**src/rtl/evtfw_pkg.sv**
```systemverilog
package evtfw_pkg;

    localparam int WORD_W = 16;
    localparam int ADC_W  = 12;
    localparam int ID_W   = 8;
    localparam int TS_W   = 12;
    localparam int PAD_W  = WORD_W - ADC_W - 2;

    typedef enum logic [2:0] {
        PH_IDLE,
        PH_ID,
        PH_TS,
        PH_CH,
        PH_DONE
    } phase_t;

    typedef struct packed {
        logic             hit;
        logic             gain;
        logic [ADC_W-1:0] value;
    } adc_beat_t;

    typedef struct packed {
        logic [PAD_W-1:0] pad;
        logic             hit;
        logic             gain;
        logic [ADC_W-1:0] value;
    } chan_word_t;

    function automatic logic [WORD_W-1:0] fmt_id(input logic [ID_W-1:0] id);
        return {{(WORD_W-ID_W){1'b0}}, id};
    endfunction

    function automatic logic [WORD_W-1:0] fmt_ts(input logic [TS_W-1:0] ts);
        return {{(WORD_W-TS_W){1'b0}}, ts};
    endfunction

    function automatic logic [WORD_W-1:0] fmt_ch(input adc_beat_t b);
        chan_word_t w;
        w.pad   = '0;
        w.hit   = b.hit;
        w.gain  = b.gain;
        w.value = b.value;
        return w;
    endfunction

endpackage

```
**src/rtl/evtfw_ctrl.sv**
```systemverilog
module evtfw_ctrl
    import evtfw_pkg::*;
#(
    parameter int N_CH    = 36,
    parameter int MAX_EVT = 5,
    localparam int EVT_W  = $clog2(MAX_EVT + 1),
    localparam int CH_W   = $clog2(N_CH),
    localparam int ADDR_W = $clog2(1 + MAX_EVT * (N_CH + 1) + 1)
) (
    input  logic              clk,
    input  logic              rst,
    input  logic              start,
    input  logic [EVT_W-1:0]  evt_count,
    input  logic              adc_valid,
    output phase_t            phase,
    output logic [EVT_W-1:0]  evt_idx,
    output logic [ADDR_W-1:0] wr_addr,
    output logic              we,
    output logic              adc_ready,
    output logic              done,
    output logic [ADDR_W-1:0] word_count
);

    phase_t            phase_q;
    logic [EVT_W-1:0]  n_q;
    logic [EVT_W-1:0]  evt_q;
    logic [CH_W-1:0]   ch_q;
    logic [ADDR_W-1:0] addr_q;
    logic [ADDR_W-1:0] cnt_q;
    logic [EVT_W-1:0]  n_clamped;
    logic              last_evt;

    assign n_clamped = (evt_count > EVT_W'(MAX_EVT)) ? EVT_W'(MAX_EVT) : evt_count;
    assign last_evt  = (evt_q == n_q - 1'b1);

    assign phase      = phase_q;
    assign evt_idx    = evt_q;
    assign wr_addr    = addr_q;
    assign adc_ready  = (phase_q == PH_CH);
    assign we         = (phase_q == PH_ID) || (phase_q == PH_TS) ||
                        ((phase_q == PH_CH) && adc_valid);
    assign done       = (phase_q == PH_DONE);
    assign word_count = cnt_q;

    always_ff @(posedge clk) begin
        if (rst) begin
            phase_q <= PH_IDLE;
            n_q     <= '0;
            evt_q   <= '0;
            ch_q    <= '0;
            addr_q  <= '0;
            cnt_q   <= '0;
        end else begin
            case (phase_q)
                PH_IDLE: begin
                    if (start) begin
                        n_q     <= n_clamped;
                        evt_q   <= '0;
                        ch_q    <= '0;
                        addr_q  <= '0;
                        phase_q <= PH_ID;
                    end
                end
                PH_ID: begin
                    addr_q <= addr_q + 1'b1;
                    if (n_q == '0) begin
                        cnt_q   <= addr_q + 1'b1;
                        phase_q <= PH_DONE;
                    end else begin
                        phase_q <= PH_TS;
                    end
                end
                PH_TS: begin
                    addr_q <= addr_q + 1'b1;
                    if (last_evt) begin
                        evt_q   <= '0;
                        phase_q <= PH_CH;
                    end else begin
                        evt_q <= evt_q + 1'b1;
                    end
                end
                PH_CH: begin
                    if (adc_valid) begin
                        addr_q <= addr_q + 1'b1;
                        if (ch_q == CH_W'(N_CH - 1)) begin
                            ch_q <= '0;
                            if (last_evt) begin
                                cnt_q   <= addr_q + 1'b1;
                                phase_q <= PH_DONE;
                            end else begin
                                evt_q <= evt_q + 1'b1;
                            end
                        end else begin
                            ch_q <= ch_q + 1'b1;
                        end
                    end
                end
                default: phase_q <= PH_IDLE;
            endcase
        end
    end


    done_pulse_chk: assert property (@(posedge clk) disable iff (rst)
        done |=> !done);


    done_after_write_chk: assert property (@(posedge clk) disable iff (rst)
        done |-> $past(we));


    stall_no_write_chk: assert property (@(posedge clk) disable iff (rst)
        (adc_ready && !adc_valid) |-> !we);


    busy_start_chk: assert property (@(posedge clk) disable iff (rst)
        ((phase_q == PH_TS || phase_q == PH_CH) && start) |=> (phase_q != PH_ID));


    addr_zero_chk: assert property (@(posedge clk) disable iff (rst)
        (we && wr_addr == '0) |-> (phase_q == PH_ID));

endmodule

```
**src/rtl/evtfw_fmt.sv**
```systemverilog
module evtfw_fmt
    import evtfw_pkg::*;
(
    input  phase_t            phase,
    input  logic [ID_W-1:0]   chip_id,
    input  logic [TS_W-1:0]   ts_data,
    input  adc_beat_t         beat,
    output logic [WORD_W-1:0] word
);

    always_comb begin
        case (phase)
            PH_ID:   word = fmt_id(chip_id);
            PH_TS:   word = fmt_ts(ts_data);
            PH_CH:   word = fmt_ch(beat);
            default: word = '0;
        endcase
    end

endmodule

```
**src/rtl/evt_frame_writer.sv**
```systemverilog
module evt_frame_writer
    import evtfw_pkg::*;
#(
    parameter int N_CH    = 36,
    parameter int MAX_EVT = 5,
    localparam int EVT_W  = $clog2(MAX_EVT + 1),
    localparam int ADDR_W = $clog2(1 + MAX_EVT * (N_CH + 1) + 1)
) (
    input  logic              clk,
    input  logic              rst,
    input  logic              start,
    input  logic [ID_W-1:0]   chip_id,
    input  logic [EVT_W-1:0]  evt_count,
    output logic [EVT_W-1:0]  ts_addr,
    input  logic [TS_W-1:0]   ts_data,
    input  logic              adc_valid,
    input  logic [ADC_W-1:0]  adc_value,
    input  logic              adc_hit,
    input  logic              adc_gain,
    output logic              adc_ready,
    output logic [ADDR_W-1:0] mem_addr,
    output logic [WORD_W-1:0] mem_data,
    output logic              mem_we,
    output logic              done,
    output logic [ADDR_W-1:0] word_count
);

    phase_t          phase;
    logic [ID_W-1:0] id_q;
    adc_beat_t       beat;

    assign beat.hit   = adc_hit;
    assign beat.gain  = adc_gain;
    assign beat.value = adc_value;

    always_ff @(posedge clk) begin
        if (rst) begin
            id_q <= '0;
        end else if (start && phase == PH_IDLE) begin
            id_q <= chip_id;
        end
    end

    evtfw_ctrl #(.N_CH(N_CH), .MAX_EVT(MAX_EVT)) u_ctrl (
        .clk        (clk),
        .rst        (rst),
        .start      (start),
        .evt_count  (evt_count),
        .adc_valid  (adc_valid),
        .phase      (phase),
        .evt_idx    (ts_addr),
        .wr_addr    (mem_addr),
        .we         (mem_we),
        .adc_ready  (adc_ready),
        .done       (done),
        .word_count (word_count)
    );

    evtfw_fmt u_fmt (
        .phase   (phase),
        .chip_id (id_q),
        .ts_data (ts_data),
        .beat    (beat),
        .word    (mem_data)
    );


    pad_zero_chk: assert property (@(posedge clk) disable iff (rst)
        (mem_we && phase == PH_CH) |-> (mem_data[WORD_W-1:ADC_W+2] == '0));


    id_upper_zero_chk: assert property (@(posedge clk) disable iff (rst)
        (mem_we && mem_addr == '0) |-> (mem_data[WORD_W-1:ID_W] == '0));

endmodule

```
**config.mk**
```make
export PLATFORM = sky130hd
export DESIGN_NAME = evt_frame_writer
export DESIGN_NICKNAME = d
export VERILOG_FILES = /design/src/rtl/evtfw_pkg.sv /design/src/rtl/evtfw_ctrl.sv /design/src/rtl/evtfw_fmt.sv /design/src/rtl/evt_frame_writer.sv
export SDC_FILE = /design/constraint.sdc
export NUM_CORES = 1
export LEC_CHECK = 0
export CAP_MARGIN = 10
export CORE_MARGIN = 8
export CORE_UTILIZATION = 25
export DETAILED_ROUTE_END_ITERATION = 8
export GPL_ROUTABILITY_DRIVEN = 0
export SLEW_MARGIN = 20
export SYNTH_ARGS = -nofsm -noshare
export SYNTH_HDL_FRONTEND = slang
export SYNTH_SLANG_ARGS = --single-unit
```
**constraint.sdc**
```tcl
create_clock -name clk -period 5.8 [get_ports clk]
set_input_delay 0.87 -clock clk [delete_from_list [all_inputs] [get_ports clk]]
set_output_delay 0.87 -clock clk [all_outputs]
set_load 0.03 [all_outputs]
```
### Word level (Yosys, flattened, before mapping)

Index checks and enable logic that the tools add are counted.

| cells by class | value |
|---|---|
| add/subtract/negate cells | 4 |
| multiply operators | 0 |
| divide/modulo/power cells | 0 |
| $lt $le $gt $ge | 1 |
| eq/ne operators | 13 |
| shift-type cells | 0 |
| mux-type cells | 27 |
| bitwise operators | 0 |
| reduce and logical (&&, ||, !) cells | 17 |

Operator list:

| kind | count |
|---|---|
| two-way mux 8 bit | 6 |
| case mux 14 bit (3 select lines) | 1 |
| two-way mux 3 bit | 12 |
| case mux 8 bit (3 select lines) | 1 |
| two-way mux 6 bit | 3 |
| case mux 8 bit (2 select lines) | 1 |
| AND reduction 5 bit | 3 |
| case mux 3 bit (4 select lines) | 1 |
| case mux 6 bit (2 select lines) | 1 |
| case mux 3 bit (3 select lines) | 1 |
| adder 8 x 1 -> 8 bit, second input constant | 1 |
| != test 2 bit, second input constant | 4 |
| adder 6 x 1 -> 6 bit, second input constant | 1 |
| equality test 3 x 2 -> 1 bit, second input constant | 2 |
| equality test 6 bit, second input constant | 1 |
| logical NOT 3 bit | 2 |
| != test 2 x 1 -> 1 bit, second input constant | 3 |
| AND reduction 3 bit | 2 |
| nonzero test 3 bit | 2 |
| nonzero test 2 bit | 2 |
| adder 3 x 1 -> 3 bit, second input constant | 1 |
| equality test 3 x 1 -> 1 bit, second input constant | 1 |
| equality test 3 bit | 1 |
| equality test 3 bit, second input constant | 1 |
| other kinds (6) | 8 |

| word-level totals | value |
|---|---|
| flip-flop bits (word level) | 39 |
| bits in latches | 0 |
| RAM bits | 0 |
| ROM bits | 0 |
| bits of input ports | 41 |
| output and inout bits | 38 |
| word-level logic and storage cells | 69 |
| memories | 0 |

### Longest topological paths before layout

| depth | value |
|---|---|
| depth in word-level cells | 6 |
| gate-level depth with buffers | 10 |
| mapped depth without buffers | 8 |

### Modules after synthesis

From an unflattened synthesis, not the netlist that was laid out.

| second synthesis, totals | value |
|---|---|
| cell total of the unflattened synthesis | 277 |
| area total of the unflattened synthesis | 2,436.1 um^2 |

By module, submodules not included:

| module | times used | cells each | area each (um^2) | seq. area each (um^2) |
|---|---|---|---|---|
| evtfw_ctrl | 1 | 198 | 1,732.9 | 620.6 |
| evt_frame_writer | 1 | 35 | 379.1 | 160.2 |
| evtfw_fmt | 1 | 44 | 324.1 | 0.0 |

### Worst setup path after synthesis

OpenSTA, ideal clock, no wires.

| path | value |
|---|---|
| kind | flip-flop to output port |
| from | reg u_ctrl.phase_q[0] (netlist: u_ctrl.phase[0]) |
| to | out done |
| arrival time | 1,548 ps |
| data required time | 4,930 ps |
| setup slack | 3,382 ps |
| cell stages (with the launch flop) | 5 |
| path buffers | 3 |
| cell sequence | dfxtp_1 > buf_6 > buf_2 > clkbuf_1 > nor3b_1 |

| on the way | value |
|---|---|
| word-level cells in the longest chain between the ends | 1 |

Ends and longest elaborated chain:

| what | RTL line | RTL |
|---|---|---|
| start, declared | evtfw_ctrl.sv:24 | `phase_t phase_q;` |
| start signal, assigned | evtfw_ctrl.sv:47 | `phase_q <= PH_IDLE;` |
| start signal, assigned | evtfw_ctrl.sv:61 | `phase_q <= PH_ID;` |
| start signal, assigned | evtfw_ctrl.sv:68 | `phase_q <= PH_DONE;` |
| equality test 3 bit | evtfw_ctrl.sv:42 | `assign done = (phase_q == PH_DONE);` |
| end, declared | evt_frame_writer.sv:24 | `output logic done,` |

Every way passes these cells.

### Worst setup path after layout

| path | value |
|---|---|
| from | in adc_valid |
| to | out mem_we |

| on the way | value |
|---|---|
| word-level cells in the longest chain between the ends | 2 |

Ends and longest elaborated chain:

| what | RTL line | RTL |
|---|---|---|
| start, declared | evt_frame_writer.sv:16 | `input logic adc_valid,` |
| logical AND 1 bit | evtfw_ctrl.sv:41 | `((phase_q == PH_CH) && adc_valid);` |
| logical OR 1 bit | evtfw_ctrl.sv:40 | `assign we = (phase_q == PH_ID) \|\| (phase_q == PH_TS) \|\|` |
| end, declared | evt_frame_writer.sv:23 | `output logic mem_we,` |

Every way passes these cells.

==> flow_summary.yaml <==
route:
  wl_per_cell_um: 13.90
  routed_wl_um: 6270
  dr_total_vias: 2128
  ant_nets: 0
  drc_errors: 0
  vias_per_cell: 4.718
  dr.first_iter.drc_count: 71
  firstDrtPassIters: 4
min_path:
  hp-class: "reg -> reg"
  hp-start: "id_q[1]$_SDFFE_PP0P_"
global_route:
  antenna_found_initial: 0
  track_usage_pct: 10.16
  grt_pass1_vias: 2123
  overflow: 0
  grt_max_degree: 40
  grt_pass1_wl_um: 10590
clock_tree:
  ctsLongestPathBuffers: 2
  cts_tree: "yes"
  clk_pin_slew_ps: 70
  insertion_delay_ps: 290
  cts_setup_buffers: 0
  htree_levels: 2
  ctsHoldBuffers: 0
  cts.repair.resized: 0
  clock_sinks: 39
  cts-root-buf: "clkbuf_8"
  cts_made_buffers: 5
synth:
  async_flop_share_pct: 0
  yosysTopAreaCell: "dfxtp_1"
  postSynthAreaPerCell_sq_um: 8.269
  synth_edf_count: 0
  syn_inst: 276
  synthesis.area_sq_mm: 0.002282
  yosysTopAreaCellShare_pct: 34.21
  yosys-top-cells-area: "dfxtp_1 (34%), nor2_1 (6.4%), a21oi_1 (4.8%), nand2_1 (4.4%), mux2i_1 (4.4%)"
  yosys_warnings: 0
  ys_types: 47
  ys_seq_elements: 39
  synthFlopType: "dfxtp_1"
  yosysSeqAreaShare_pct: 34.21
timing:
  min_period_over_period_pct: 64.33
  skew_ps: 9.287
  max_slew_margin_pct: 46.93
  setup_tns_ps: 0
  clock.fmax_ghz: 0.2680
  hold_viol_final: 0
  fin_crit_ps: 3731
  timing.hold.ws_ps: 454.8
  worst_pin_slew_ps: 795.0
  rsz0062_at_grt: "no"
  setup_viol: 0
  final_max_slew_viol_count: 0
power:
  p_leak_nw: 1.147
  ir_drop_uv: 125.8
  p_per_area_mw_per_mm2: 225.6
placed_design:
  dpl.hpwl_um: 4558
  numPortBuffers: 76
  dpl_cell_area_sq_mm: 0.003063
  dp_cells: 443
cells_and_area:
  stdcell_count: 451
  syn2layout_area_growth_pct: 40.02
  fin_area_sq_mm: 0.003196
  antennaDiodeCount: 0
  fin_nets: 385
  layout_common_cells: "clkdlybuf4s50_1 (76), nor2_1 (39), dfxtp_1 (39)"
  drive_above_1_share_pct: 9.118
  layout_commonest_cell: "clkdlybuf4s50_1"
floorplan:
  boundaryPins: 79
  placementRows: 35
  die_y_um: 111.5
  fp.dieW_um: 111.5
  die-area_sq_mm: 0.01244
  fp.coreArea_sq_mm: 0.009065
  initial_core_util_pct: 25.18
flow_run:
  maxCapViolCount: 0
worst_setup_path:
  arrival_ps: 2860
  rr_startpoint: "u_ctrl.n_q[0]$_SDFFE_PP0P_"
  cp_data_required_time_ps: 4930
  crit_path_start: "adc_valid"
  crit_path_end_kind: "primary output"
  r2r_slack_ps: 3590
  path_class: "in -> out"
  critical_path_peak_fanout: 8
  worstSetupStartpointType: "input port"
status:
  outcome: "completed"
per-stage QoR:
step | util, % | power [mW] | worst slack (ps)
floorplan | - | 0.3996 | 3382
global placement | 33.79 | 0.4605 | 2057
detailed placement | 33.79 | 0.4615 | 2091
CTS | 35.25 | 0.7315 | 2072
global route | 35.25 | 0.7580 | 1936
finish | 35.25 | 0.7211 | 2069
critical path, cell delays in order:
cell and delay, ps:
clkdlybuf4s50_1 630, nor2_1 130, nor2_1 450, clkdlybuf4s50_1 780
layer usage:
| metal | GRT usage [%] | up-vias | routed length (um) |
|---|---|---|---|
| met5 | 0 | - | 0 |
| met4 | 2.370 | 0 | 51 |
| met3 | 4.167 | 6 | 517 |
| met2 | 16.97 | 69 | 2866 |
| met1 | 11.82 | 972 | 2834 |
| li1 | - | 1081 | - |
path summary, 6_finish.rpt:
check                                       to  cells after the start
max reg2reg  u_ctrl.word_count[7]$_SDFFE_PP0P_                      8
min reg2reg               id_q[1]$_SDFFE_PP0P_                      2
max                                     mem_we                      4
min                       id_q[1]$_SDFFE_PP0P_                      2
layout make-up:
type	count	area, sq um
multi-input cells	206	1326
repair buffers	80	790.8
clock inverters	2	60.06
fillers	932	5869
well taps	111	138.9
clock buffers	6	72.57
inverters	7	26.28
flip-flops and latches	39	780.7
registers in the layout, summed over array words and instances (netlist names):
signal             cells
id_q                   8
u_ctrl.evt_idx         3
u_ctrl.ch_q            6
u_ctrl.wr_addr         8
u_ctrl.word_count      8
u_ctrl.phase           3
u_ctrl.n_q             3
report_power, final:
| group | switching, mW | total [mW] | internal [mW] |
|---|---|---|---|
| sequential | 0.0113 | 0.291 | 0.279 |
| combinational | 0.0858 | 0.163 | 0.0775 |
| clock | 0.0950 | 0.267 | 0.172 |
cells by family after synthesis:
group,after synthesis,synth area share [%]
xor gates and xnor gates,9,3.454
buffers and inverters,32,8.114
adders and majority gates,5,2.741
and+or+nand+nor,112,24.23
other,1,0.1643
DFF,39,34.21
AOI/OAI and AO/OA,60,18.75
muxes,18,8.334
Yosys cell counts, types with 2 or more instances:
| cell | instances |
|---|---|
| clkbuf_1 | 9 |
| nor3_1 | 7 |
| or3_1 | 5 |
| nand3_1 | 6 |
| xnor2_1 | 8 |
| o21bai_1 | 3 |
| mux2i_1 | 10 |
| nand3b_1 | 4 |
| o21ai_0 | 6 |
| inv_1 | 7 |
| ha_1 | 5 |
| buf_6 | 6 |
| nor2b_1 | 5 |
| dfxtp_1 | 39 |
| a21oi_1 | 22 |
| and3_1 | 7 |
| buf_2 | 6 |
| nor2_1 | 39 |
| a22oi_1 | 12 |
| a211oi_2 | 5 |
| buf_4 | 3 |
| a211oi_1 | 3 |
| mux2_2 | 8 |
| nand4_1 | 2 |
| nand2_1 | 27 |
Note: power is estimated with default switching activity, not from simulation.
